--- config.mk ---
export PLATFORM = sky130hd
export DESIGN_NAME = trap_seq
export DESIGN_NICKNAME = d
export VERILOG_FILES = /design/src/rtl/trap_pkg.sv /design/src/rtl/trap_req_arb.sv /design/src/rtl/trap_addr_gen.sv /design/src/rtl/trap_ctrl.sv /design/src/rtl/trap_seq.sv
export SDC_FILE = /design/constraint.sdc
export NUM_CORES = 1
export LEC_CHECK = 0
export ABC_AREA = 1
export BUFFER_PORTS_ARGS = -buffer_cell sky130_fd_sc_hd__buf_2
export CORE_ASPECT_RATIO = 1.75
export CORE_MARGIN = 1.5
export CORE_UTILIZATION = 46
export DETAILED_ROUTE_END_ITERATION = 10
export PLACE_DENSITY = 0.75
export SYNTH_ARGS = -nofsm -noshare
export SYNTH_HDL_FRONTEND = slang
export SYNTH_SLANG_ARGS = --single-unit
export TNS_END_PERCENT = 1
--- constraint.sdc ---
create_clock -name clk -period 2.11 [get_ports clk]
set_input_delay 0.3165 -clock clk [delete_from_list [all_inputs] [get_ports clk]]
set_output_delay 0.3165 -clock clk [all_outputs]
set_load 0.05 [all_outputs]
--- src/rtl/trap_pkg.sv ---
// Shared types for the interrupt entry/return sequencer.
// Assumes nothing beyond IEEE 1800-2017 enums.
package trap_pkg;

    // Sequencer phases; each phase takes one clock.
    typedef enum logic [3:0] {
        ST_IDLE,
        ST_PUSH_F,
        ST_PUSH_CS,
        ST_PUSH_IP,
        ST_VEC_IP,
        ST_VEC_CS,
        ST_POP_IP,
        ST_POP_CS,
        ST_POP_F,
        ST_DONE
    } seq_state_t;

    // Origin of an accepted entry, listed in falling priority.
    typedef enum logic [1:0] {
        SRC_FAULT,
        SRC_SOFT,
        SRC_NMI,
        SRC_INTR
    } req_src_t;

endpackage

--- src/rtl/trap_req_arb.sv ---
// Request arbiter: latches rising edges of the non-maskable line and,
// when the sequencer samples at an instruction boundary, chooses at most
// one action. A return wins over any request. Among requests the order is
// fault, software trap, latched NMI, then the maskable line gated by the
// enable flag. Assumes `sample` is high only at an idle boundary.
module trap_req_arb
    import trap_pkg::*;
#(
    parameter int TYPE_W   = 8,
    parameter int DIV_TYPE = 0,
    parameter int NMI_TYPE = 2
) (
    input  logic              clk,
    input  logic              rst_n,
    input  logic              sample,
    input  logic              iret_req,
    input  logic              div_err,
    input  logic              soft_req,
    input  logic [TYPE_W-1:0] soft_type,
    input  logic              nmi,
    input  logic              intr,
    input  logic [TYPE_W-1:0] intr_type,
    input  logic              if_flag,
    output logic              start_entry,
    output logic              start_ret,
    output logic [TYPE_W-1:0] sel_type,
    output req_src_t          sel_src
);
    localparam logic [TYPE_W-1:0] FAULT_CODE = TYPE_W'(DIV_TYPE);
    localparam logic [TYPE_W-1:0] NMI_CODE   = TYPE_W'(NMI_TYPE);

    logic nmi_q;
    logic nmi_pend;
    logic nmi_rise;
    logic any_req;
    logic take_nmi;

    assign nmi_rise = nmi & ~nmi_q;
    assign any_req  = div_err | soft_req | nmi_pend | (intr & if_flag);
    assign start_ret   = sample & iret_req;
    assign start_entry = sample & ~iret_req & any_req;
    assign take_nmi    = start_entry && (sel_src == SRC_NMI);

    // Fixed-priority choice of source and vector type.
    always_comb begin
        sel_src  = SRC_INTR;
        sel_type = intr_type;
        if (div_err) begin
            sel_src  = SRC_FAULT;
            sel_type = FAULT_CODE;
        end else if (soft_req) begin
            sel_src  = SRC_SOFT;
            sel_type = soft_type;
        end else if (nmi_pend) begin
            sel_src  = SRC_NMI;
            sel_type = NMI_CODE;
        end
    end

    // Edge detector and pending latch for the non-maskable line.
    always_ff @(posedge clk) begin
        if (!rst_n) begin
            nmi_q    <= 1'b0;
            nmi_pend <= 1'b0;
        end else begin
            nmi_q    <= nmi;
            nmi_pend <= (nmi_pend & ~take_nmi) | nmi_rise;
        end
    end

endmodule

--- src/rtl/trap_addr_gen.sv ---
// Address generator: forms the physical byte address for the current
// phase. Stack phases use segment << SEG_SHIFT plus the stack pointer,
// wrapping at ADDR_W bits. Vector phases use type times the vector size,
// with the segment word one data word above the offset word.
module trap_addr_gen
    import trap_pkg::*;
#(
    parameter int DATA_W    = 16,
    parameter int ADDR_W    = 20,
    parameter int SEG_SHIFT = 4,
    parameter int TYPE_W    = 8
) (
    input  seq_state_t        state,
    input  logic [DATA_W-1:0] ss,
    input  logic [DATA_W-1:0] sp,
    input  logic [TYPE_W-1:0] vtype,
    output logic [ADDR_W-1:0] addr
);
    localparam int WORD_BYTES = DATA_W / 8;
    localparam int VEC_SHIFT  = $clog2(2 * WORD_BYTES);

    logic [ADDR_W-1:0] stack_addr;
    logic [ADDR_W-1:0] vec_base;

    assign stack_addr = (ADDR_W'(ss) << SEG_SHIFT) + ADDR_W'(sp);
    assign vec_base   = ADDR_W'(vtype) << VEC_SHIFT;

    // Select the address source from the phase.
    always_comb begin
        case (state)
            ST_VEC_IP: addr = vec_base;
            ST_VEC_CS: addr = vec_base + ADDR_W'(WORD_BYTES);
            default:   addr = stack_addr;
        endcase
    end

endmodule

--- src/rtl/trap_ctrl.sv ---
// Sequencer core: captures the context at a start pulse, walks through the
// push/vector or pop phases one per clock, and holds the resulting context.
// The stack pointer register is pre-decremented for pushes and
// post-incremented for pops. Read data must be valid in the same cycle as
// the read request.
module trap_ctrl
    import trap_pkg::*;
#(
    parameter int DATA_W = 16,
    parameter int TYPE_W = 8,
    parameter int IF_BIT = 9,
    parameter int TF_BIT = 8
) (
    input  logic              clk,
    input  logic              rst_n,
    input  logic              start_entry,
    input  logic              start_ret,
    input  logic [TYPE_W-1:0] sel_type,
    input  req_src_t          sel_src,
    input  logic [DATA_W-1:0] flags_in,
    input  logic [DATA_W-1:0] cs_in,
    input  logic [DATA_W-1:0] ip_in,
    input  logic [DATA_W-1:0] sp_in,
    input  logic [DATA_W-1:0] ss_in,
    input  logic [DATA_W-1:0] mem_rdata,
    output seq_state_t        state,
    output logic [DATA_W-1:0] ss_r,
    output logic [DATA_W-1:0] sp_r,
    output logic [TYPE_W-1:0] type_r,
    output logic              mem_req,
    output logic              mem_we,
    output logic [DATA_W-1:0] mem_wdata,
    output logic              busy,
    output logic              done,
    output logic              intr_ack,
    output logic [DATA_W-1:0] flags_r,
    output logic [DATA_W-1:0] cs_r,
    output logic [DATA_W-1:0] ip_r
);
    localparam logic [DATA_W-1:0] STEP     = DATA_W'(DATA_W / 8);
    localparam logic [DATA_W-1:0] CLR_MASK = (DATA_W'(1) << IF_BIT) | (DATA_W'(1) << TF_BIT);

    req_src_t src_r;

    assign busy     = (state != ST_IDLE);
    assign done     = (state == ST_DONE);
    assign intr_ack = (state == ST_PUSH_F) && (src_r == SRC_INTR);

    // Decode memory strobes and write data from the phase.
    always_comb begin
        mem_req   = 1'b0;
        mem_we    = 1'b0;
        mem_wdata = '0;
        case (state)
            ST_PUSH_F: begin
                mem_req   = 1'b1;
                mem_we    = 1'b1;
                mem_wdata = flags_r;
            end
            ST_PUSH_CS: begin
                mem_req   = 1'b1;
                mem_we    = 1'b1;
                mem_wdata = cs_r;
            end
            ST_PUSH_IP: begin
                mem_req   = 1'b1;
                mem_we    = 1'b1;
                mem_wdata = ip_r;
            end
            ST_VEC_IP, ST_VEC_CS, ST_POP_IP, ST_POP_CS, ST_POP_F: mem_req = 1'b1;
            default: ;
        endcase
    end

    // Phase sequencing and context registers.
    always_ff @(posedge clk) begin
        if (!rst_n) begin
            state   <= ST_IDLE;
            src_r   <= SRC_FAULT;
            type_r  <= '0;
            ss_r    <= '0;
            sp_r    <= '0;
            flags_r <= '0;
            cs_r    <= '0;
            ip_r    <= '0;
        end else begin
            case (state)
                ST_IDLE: begin
                    if (start_entry) begin
                        state   <= ST_PUSH_F;
                        src_r   <= sel_src;
                        type_r  <= sel_type;
                        ss_r    <= ss_in;
                        sp_r    <= sp_in - STEP;
                        flags_r <= flags_in;
                        cs_r    <= cs_in;
                        ip_r    <= ip_in;
                    end else if (start_ret) begin
                        state <= ST_POP_IP;
                        ss_r  <= ss_in;
                        sp_r  <= sp_in;
                    end
                end
                ST_PUSH_F: begin
                    sp_r    <= sp_r - STEP;
                    flags_r <= flags_r & ~CLR_MASK;
                    state   <= ST_PUSH_CS;
                end
                ST_PUSH_CS: begin
                    sp_r  <= sp_r - STEP;
                    state <= ST_PUSH_IP;
                end
                ST_PUSH_IP: state <= ST_VEC_IP;
                ST_VEC_IP: begin
                    ip_r  <= mem_rdata;
                    state <= ST_VEC_CS;
                end
                ST_VEC_CS: begin
                    cs_r  <= mem_rdata;
                    state <= ST_DONE;
                end
                ST_POP_IP: begin
                    ip_r  <= mem_rdata;
                    sp_r  <= sp_r + STEP;
                    state <= ST_POP_CS;
                end
                ST_POP_CS: begin
                    cs_r  <= mem_rdata;
                    sp_r  <= sp_r + STEP;
                    state <= ST_POP_F;
                end
                ST_POP_F: begin
                    flags_r <= mem_rdata;
                    sp_r    <= sp_r + STEP;
                    state   <= ST_DONE;
                end
                default: state <= ST_IDLE;
            endcase
        end
    end

endmodule

--- src/rtl/trap_seq.sv ---
// Top of the interrupt entry/return sequencer. Joins the request arbiter,
// the sequencer core and the address generator. Sampling happens only when
// the core is idle and the pipeline flags an instruction boundary.
module trap_seq
    import trap_pkg::*;
#(
    parameter int DATA_W    = 16,
    parameter int ADDR_W    = 20,
    parameter int SEG_SHIFT = 4,
    parameter int TYPE_W    = 8,
    parameter int IF_BIT    = 9,
    parameter int TF_BIT    = 8,
    parameter int DIV_TYPE  = 0,
    parameter int NMI_TYPE  = 2
) (
    input  logic              clk,
    input  logic              rst_n,
    input  logic              boundary,
    input  logic              iret_req,
    input  logic              div_err,
    input  logic              soft_req,
    input  logic [TYPE_W-1:0] soft_type,
    input  logic              nmi,
    input  logic              intr,
    input  logic [TYPE_W-1:0] intr_type,
    input  logic [DATA_W-1:0] flags_in,
    input  logic [DATA_W-1:0] cs_in,
    input  logic [DATA_W-1:0] ip_in,
    input  logic [DATA_W-1:0] sp_in,
    input  logic [DATA_W-1:0] ss_in,
    input  logic [DATA_W-1:0] mem_rdata,
    output logic              mem_req,
    output logic              mem_we,
    output logic [ADDR_W-1:0] mem_addr,
    output logic [DATA_W-1:0] mem_wdata,
    output logic              busy,
    output logic              done,
    output logic              intr_ack,
    output logic [DATA_W-1:0] flags_out,
    output logic [DATA_W-1:0] cs_out,
    output logic [DATA_W-1:0] ip_out,
    output logic [DATA_W-1:0] sp_out
);
    seq_state_t        state;
    logic              sample;
    logic              start_entry;
    logic              start_ret;
    logic [TYPE_W-1:0] sel_type;
    req_src_t          sel_src;
    logic [DATA_W-1:0] ss_r;
    logic [TYPE_W-1:0] type_r;

    assign sample = boundary && (state == ST_IDLE);

    trap_req_arb #(
        .TYPE_W  (TYPE_W),
        .DIV_TYPE(DIV_TYPE),
        .NMI_TYPE(NMI_TYPE)
    ) u_arb (
        .clk        (clk),
        .rst_n      (rst_n),
        .sample     (sample),
        .iret_req   (iret_req),
        .div_err    (div_err),
        .soft_req   (soft_req),
        .soft_type  (soft_type),
        .nmi        (nmi),
        .intr       (intr),
        .intr_type  (intr_type),
        .if_flag    (flags_in[IF_BIT]),
        .start_entry(start_entry),
        .start_ret  (start_ret),
        .sel_type   (sel_type),
        .sel_src    (sel_src)
    );

    trap_ctrl #(
        .DATA_W(DATA_W),
        .TYPE_W(TYPE_W),
        .IF_BIT(IF_BIT),
        .TF_BIT(TF_BIT)
    ) u_ctrl (
        .clk        (clk),
        .rst_n      (rst_n),
        .start_entry(start_entry),
        .start_ret  (start_ret),
        .sel_type   (sel_type),
        .sel_src    (sel_src),
        .flags_in   (flags_in),
        .cs_in      (cs_in),
        .ip_in      (ip_in),
        .sp_in      (sp_in),
        .ss_in      (ss_in),
        .mem_rdata  (mem_rdata),
        .state      (state),
        .ss_r       (ss_r),
        .sp_r       (sp_out),
        .type_r     (type_r),
        .mem_req    (mem_req),
        .mem_we     (mem_we),
        .mem_wdata  (mem_wdata),
        .busy       (busy),
        .done       (done),
        .intr_ack   (intr_ack),
        .flags_r    (flags_out),
        .cs_r       (cs_out),
        .ip_r       (ip_out)
    );

    trap_addr_gen #(
        .DATA_W   (DATA_W),
        .ADDR_W   (ADDR_W),
        .SEG_SHIFT(SEG_SHIFT),
        .TYPE_W   (TYPE_W)
    ) u_addr (
        .state(state),
        .ss   (ss_r),
        .sp   (sp_out),
        .vtype(type_r),
        .addr (mem_addr)
    );

endmodule

==> flow_summary.yaml, run 1 <==
worst_setup_path:
  critPathCaptureType: "output port"
  cp_slowest_cell: "fa_2"
  path_cells: "ha_4 > inv_2 > fa_2 > o21ai_2 > nand2_1 > nand2_1 > nand2_2 > a21boi_2 > o21ai_1 > nand2_1 > xnor2_2 > nor2_4 > buf_6"
  rr_endpoint: "u_ctrl.sp_r[7]$_SDFFE_PN0P_"
  crit_type: "flip-flop to output port"
  required_ns: 1.79
  crit_path_frequent_cell: "nand2_1"
  cp-start-kind: "flip-flop"
  cp_max_fo: 3
  cpPeakStageDelay_ns: 0.38
  reg2reg_from: "u_ctrl.state[2]$_SDFFE_PN0P_"
  rr_worst_depth: 17
  arrival_ns: 2.29
  r2r_slack_ns: 0.03
placement:
  dp_cells: 1434
  dp_slack_ns: -0.2147
  dpl.hpwl_um: 17900
  io_buffers: 224
  place_congestion: 0.9273
global_route:
  antenna_found_initial: 1
  grt_max_degree: 70
  grt_pass1_wl_um: 36300
  grt-ovfl-total: 0
  first_global_vias: 7642
  track_usage_pct: 31.88
timing:
  fmax_mhz: 383.0
  final_max_slew_viol_count: 0
  timing.final.crit_share_pct: 123.8
  period_minus_slack_ns: 2.611
  rsz0062_at_grt: "yes"
  tightest_slew_ns: 0.6047
  slew_headroom_pct: 59.64
  setup_ws_ns: -0.5012
  setup-violations-final: 16
  finalHoldViolCount: 0
  skew_ns: 0.01122
flow_run:
  maxCapViolations: 0
power:
  power_mw: 15.67
  p_leak_nw: 4.599
  power_density_nw_per_um2: 1693
  peakVddDrop_uv: 1139
clock_tree:
  clock_latency_ns: 0.35
  cts_setup_buffers: 0
  numCtsBuffers: 9
  htreeDepth: 3
  cts_buffer_depth: 2
  cts_tree: "done"
  path_clk_slew_ns: 0.08
  cts_root_buffer: "clkbuf_16"
  cts_num_sinks: 96
floorplan:
  core-area_um2: 13450
  pin_count: 225
  die_h_um: 158.4
  start_util_pct: 47.15
  fp.dieW_um: 91.77
  dieArea_um2: 14530
  floorplan.rows: 56
synthesis:
  synth.distinct_cells: 47
  synth_edf_count: 0
  async_flop_share_pct: 0
  synth_nets: 1122
  seq_area_frac_synth_pct: 30.30
  synth_top_flop_cell: "dfxtp_1"
  synth_area_um2: 6344
  yosys_warnings: 0
  synthTopCellsByArea: "dfxtp_1 (30%), nand2_1 (16%), o21ai_0 (7.1%), nor2_1 (5.4%), nand3_1 (5.0%)"
  synth_top_area_share_pct: 30.30
  ys_ff_latch: 96
  syn_inst: 987
  syn_avg_cell_area_um2: 6.427
  synth_top_cell_by_area: "dfxtp_1"
drt:
  vias: 8011
  avgViaCountPerCell: 5.521
  top_layer: "met4"
  drc: 0
  wl_per_cell_um: 16.47
  drt_iter0_drc: 369
  wl_met3_um: 1341
  drtPass1Iterations: 6
  m1WireLength_um: 8165
  antenna_left: 0
  dr_wl_met2_um: 13230
  routed_wl_um: 23900
final_layout:
  fillers: 1224
  mostFrequentLayoutCells: "nand2_1 (271), buf_2 (189), buf_4 (89)"
  nets: 1406
  area_delta_synth_final_pct: 45.94
  final_common_cell: "nand2_1"
  drive_gt1_share_pct: 36.39
  final_cells: 1451
worst_hold_path:
  hold_end: "u_arb.nmi_q$_SDFF_PN0_"
  worstHoldPathCells: 3
  min_path_type: "primary input to flip-flop"
  hp-start: "nmi"
run_status:
  status: "finished, violations left"
  violations: "setup timing"
-- Yosys cell counts (2+ instances only) --
library cell / count
a21o_1: 2
a21oi_1: 47
a221oi_1: 16
a22o_1: 7
a31oi_1: 35
a41oi_1: 9
buf_2: 10
buf_4: 5
buf_6: 2
clkbuf_1: 28
clkinv_1: 2
dfxtp_1: 96
ha_1: 14
inv_1: 78
inv_2: 11
nand2_1: 278
nand2_2: 4
nand2_4: 2
nand3_1: 64
nand3_2: 3
nand4_1: 8
nor2_1: 92
nor2_2: 10
nor2_4: 5
nor3_1: 7
nor3_4: 2
o211ai_1: 4
o21a_1: 2
o21ai_0: 90
o21ai_1: 17
o31ai_1: 2
xnor2_1: 8
xor2_1: 13
-- report_power, final --
part / switching, mW / internal (mW) / total, mW
registers: 0.527 / 2.45 / 2.97
clock network: 0.759 / 0.880 / 1.64
logic: 7.35 / 3.71 / 11.1
-- worst max path at each step --
stage | from | endpoint | slack, ns | cells past startpoint
2_1_floorplan | u_ctrl.sp_r[4]$_SDFFE_PN0P_ | mem_addr[12] | -0.28 | 12
3_3_place_gp | u_ctrl.ss_r[0]$_SDFFE_PN0P_ | mem_addr[18] | -0.19 | 13
3_5_place_dp | u_ctrl.sp_r[7]$_SDFFE_PN0P_ | mem_addr[18] | -0.21 | 9
4_1_cts | u_ctrl.sp_r[13]$_SDFFE_PN0P_ | mem_addr[18] | -0.48 | 10
5_1_grt | u_ctrl.sp_r[4]$_SDFFE_PN0P_ | mem_addr[12] | -0.62 | 13
6_report | u_ctrl.sp_r[4]$_SDFFE_PN0P_ | mem_addr[12] | -0.50 | 13
-- metrics by stage --
stage	hold WS (ns)	cell area (um^2)	setup TNS [ns]	utilization, %
floorplan	0.3988	6451	-3.205	-
global placement	0.4059	8353	-0.9626	62.09
detailed placement	0.4174	8353	-1.203	62.09
CTS	0.1642	8977	-3.957	66.73
global route	0.1860	9255	-6.090	68.80
finish	0.1633	9258	-3.716	68.82
-- worst max-delay path: cells and delay by family, from the launching register on --
family / cells / cell delay [ns]
fa+ha+maj: 2 / 0.51
simple gates: 5 / 0.42
compound gates: 3 / 0.39
flops: 1 / 0.37
buf+inv: 2 / 0.19
xor+xnor: 1 / 0.08
-- cells by family after synthesis --
family | after synthesis | synth area share, %
AO/OA/AOI/OAI | 238 | 22.13
AND/OR/NAND/NOR | 480 | 32.58
flip-flops | 96 | 30.30
buffers and inverters | 137 | 9.014
adder cells (fa/ha/maj) | 15 | 3.077
XOR/XNOR | 21 | 2.899
-- registers in the layout, summed over array words and instances (netlist names) --
register	flops
u_ctrl.type_r	8
u_ctrl.ip_r	16
u_ctrl.ss_r	16
u_arb.nmi_q	1
u_ctrl.state	4
u_ctrl.sp_r	16
u_arb.nmi_pend	1
u_ctrl.cs_r	16
u_ctrl.flags_r	16
u_ctrl.src_r	2
-- metal layers --
metal  GRT usage, %  vias to the layer above
met5              0                        -
met3          4.823                       79
met1          30.94                     3711
met2          61.98                      339
met4          20.15                        0
li1               -                     3882
-- area by class of cell --
class                           count  area [um^2]  area share, %
Clock buffer                       11        254.0          2.744
Antenna cell                        2        5.005        0.05406
Sequential cell                    96         1954          21.11
Clock inverter                      4        33.78         0.3649
Tap cell                          174        217.7          2.352
Timing Repair Buffer              319         2170          23.44
Multi-Input combinational cell    754         4277          46.20
Inverter                           91        346.6          3.744
-- timing repair --
| action | 4_1_cts | 5_1_grt |
|---|---|---|
| pin swaps | 2 | 4 |
| hold buffers | 0 | 0 |
| gates resized for setup | 96 | 66 |
| endpoints found under the setup margin | 40 | 58 |
Power figures use the tool's default switching activity.
==> run 2: changes to the inputs <==
--- a/config.mk
+++ b/config.mk
@@ -11,7 +11,7 @@
 export CORE_MARGIN = 1.5
 export CORE_UTILIZATION = 46
 export DETAILED_ROUTE_END_ITERATION = 10
-export PLACE_DENSITY = 0.75
+export PLACE_DENSITY = 0.78
 export SYNTH_ARGS = -nofsm -noshare
 export SYNTH_HDL_FRONTEND = slang
 export SYNTH_SLANG_ARGS = --single-unit
==> run 2 against run 1 <==
Effect of this change: the flow still finishes with violations (setup timing); core utilization up 0.38 points; power increased by 2.6%; wire length increased by 4.1%; non-clock buffer count increased by 17; worst hold slack gained 0.014 ns; clock power grew 9%; final cell count rose by 1.1%; sequential power about the same; critical path depth unchanged; largest power group unchanged; highest routed layer unchanged.
==> flow_summary.yaml, run 2 (synthesized netlist as in run 1, its figures left out) <==
floorplan:
  start_util_pct: 47.15
  die_h_um: 158.4
  core-area_um2: 13450
  dieArea_um2: 14530
  floorplan.rows: 56
  fp.dieW_um: 91.77
  pin_count: 225
worst_hold_path:
  hold_end: "u_arb.nmi_q$_SDFF_PN0_"
  worstHoldPathCells: 3
  min_path_type: "primary input to flip-flop"
  hp-start: "nmi"
global_route:
  antenna_found_initial: 1
  grt_use_met1_pct: 31.35
  grt_max_degree: 29
  grt-ovfl-total: 0
  grt_pass1_wl_um: 37210
  grtUsageMet2_pct: 64.46
  first_global_vias: 7667
  track_usage_pct: 32.85
  grt.busiest_layer: "met2"
  use_met3_pct: 5.396
worst_setup_path:
  rr_endpoint: "u_ctrl.sp_r[7]$_SDFFE_PN0P_"
  reg2reg_from: "u_ctrl.state[1]$_SDFFE_PN0P_"
  cp-start-kind: "flip-flop"
  required_ns: 1.79
  critPathCaptureType: "output port"
  r2r_slack_ns: 0.06
  cp_max_fo: 3
  crit_type: "flip-flop to output port"
  arrival_ns: 2.30
  rr_worst_depth: 18
clock_tree:
  htreeDepth: 3
  cts_num_sinks: 96
  hold_buffers: 0
  numCtsBuffers: 9
  clock_latency_ns: 0.34
  cts_buffer_depth: 2
  path_clk_slew_ns: 0.07
  cts_tree: "done"
  cts_root_buffer: "clkbuf_16"
timing:
  setup_ws_ns: -0.5025
  skew_ns: 0.005896
  tightest_slew_ns: 0.5982
  slew_headroom_pct: 60.08
  final_max_slew_viol_count: 0
  period_minus_slack_ns: 2.612
  finalHoldViolCount: 0
  rsz0062_at_grt: "yes"
  setup-violations-final: 14
  fmax_mhz: 382.8
  timing.final.crit_share_pct: 123.8
final_layout:
  fin_util_pct: 69.20
  finish.instance_area_um2: 9309
  mostFrequentLayoutCells: "nand2_1 (267), buf_2 (189), buf_4 (116)"
  final_common_cell: "nand2_1"
  drive_gt1_share_pct: 37.23
  area_delta_synth_final_pct: 46.75
  nets: 1423
drt:
  antenna_left: 0
  drc: 0
  vias: 8107
  drt_iter0_drc: 400
  wl_per_cell_um: 16.96
  routed_wl_um: 24870
  avgViaCountPerCell: 5.526
  drtPass1Iterations: 7
power:
  p_comb_share_pct: 70.2
  power_density_nw_per_um2: 1727
  peakVddDrop_uv: 1174
  power_mw: 16.08
  swShare_pct: 54.54
  power.share.clock_pct: 11.1
  p_int_mw: 7.308
  switching_power_mw: 8.767
  sequentialPowerShare_pct: 18.7
  p_leak_nw: 4.589
placement:
  dpl.hpwl_um: 18430
  dp_slack_ns: -0.2486
  place_congestion: 0.9666
  place_area_um2: 8421
  io_buffers: 224
flow_run:
  maxCapViolations: 0
run_status:
  status: "finished, violations left"
  violations: "setup timing"
-- run 2: routing by layer --
| layer | vias up | routed length, um |
|---|---|---|
| li1 | 3916 | - |
| met1 | 3748 | 8497 |
| met2 | 348 | 13590 |
| met3 | 95 | 1306 |
| met4 | 0 | 1480 |
| met5 | - | 0 |
-- run 2: how the worst max path moves through the flow --
stage / from / end / cells after the start
after detailed placement: u_ctrl.ss_r[0]$_SDFFE_PN0P_ / mem_addr[16] / 8
after global routing: u_ctrl.sp_r[4]$_SDFFE_PN0P_ / mem_addr[12] / 13
after floorplan: u_ctrl.sp_r[4]$_SDFFE_PN0P_ / mem_addr[12] / 12
after CTS: u_ctrl.sp_r[4]$_SDFFE_PN0P_ / mem_addr[12] / 13
final: u_ctrl.sp_r[4]$_SDFFE_PN0P_ / mem_addr[12] / 13
after global placement: u_ctrl.ss_r[0]$_SDFFE_PN0P_ / mem_addr[16] / 8
-- run 2: per-stage QoR --
step | hold slack [ns] | std cells | TNS (ns)
2_1_floorplan | 0.3988 | 987 | -3.205
3_3_place_gp | 0.4105 | 1448 | -1.036
3_5_place_dp | 0.4185 | 1448 | -1.397
4_1_cts | 0.1731 | 1465 | -4.367
5_1_grt | 0.1798 | 1466 | -6.094
6_report | 0.1772 | 1467 | -4.223
-- run 2: cell type report --
type	count	area, um^2
multi-input cells	754	4262
clock buffers	11	264.0
clock inverters	4	56.30
flip-flops and latches	96	1957
diodes	1	2.502
fillers	1175	4144
repair buffers	336	2208
inverters	91	341.6
well taps	174	217.7
-- run 2: what timing repair did --
action	4_1_cts	5_1_grt
pin swaps	12	12
endpoints found under the setup margin	39	68
setup buffers	2	1
cloned	0	0
endpoints found under the hold margin	0	0
gates resized for setup	82	65
-- run 2: power groups by stage --
stage	clock network [mW]	registers, mW	logic (mW)
after floorplan	0	4.37	5.55
after global placement	0	2.91	10.2
after detailed placement	0	2.94	10.3
after CTS	1.80	2.95	10.8
after global routing	1.88	3.06	12.1
final	1.79	3.00	11.3
-- run 2: worst max-delay path, cell delays in order, from the launching register on --
cell and delay, ns:
dfxtp_4 0.36, ha_4 0.13, inv_2 0.03, fa_2 0.39, o21ai_2 0.17, nand2_1 0.08
nand2_1 0.07, nand2_2 0.06, a21boi_2 0.16, o21ai_1 0.07, nand2_1 0.10, xnor2_2 0.14
nor2_4 0.04, buf_6 0.15
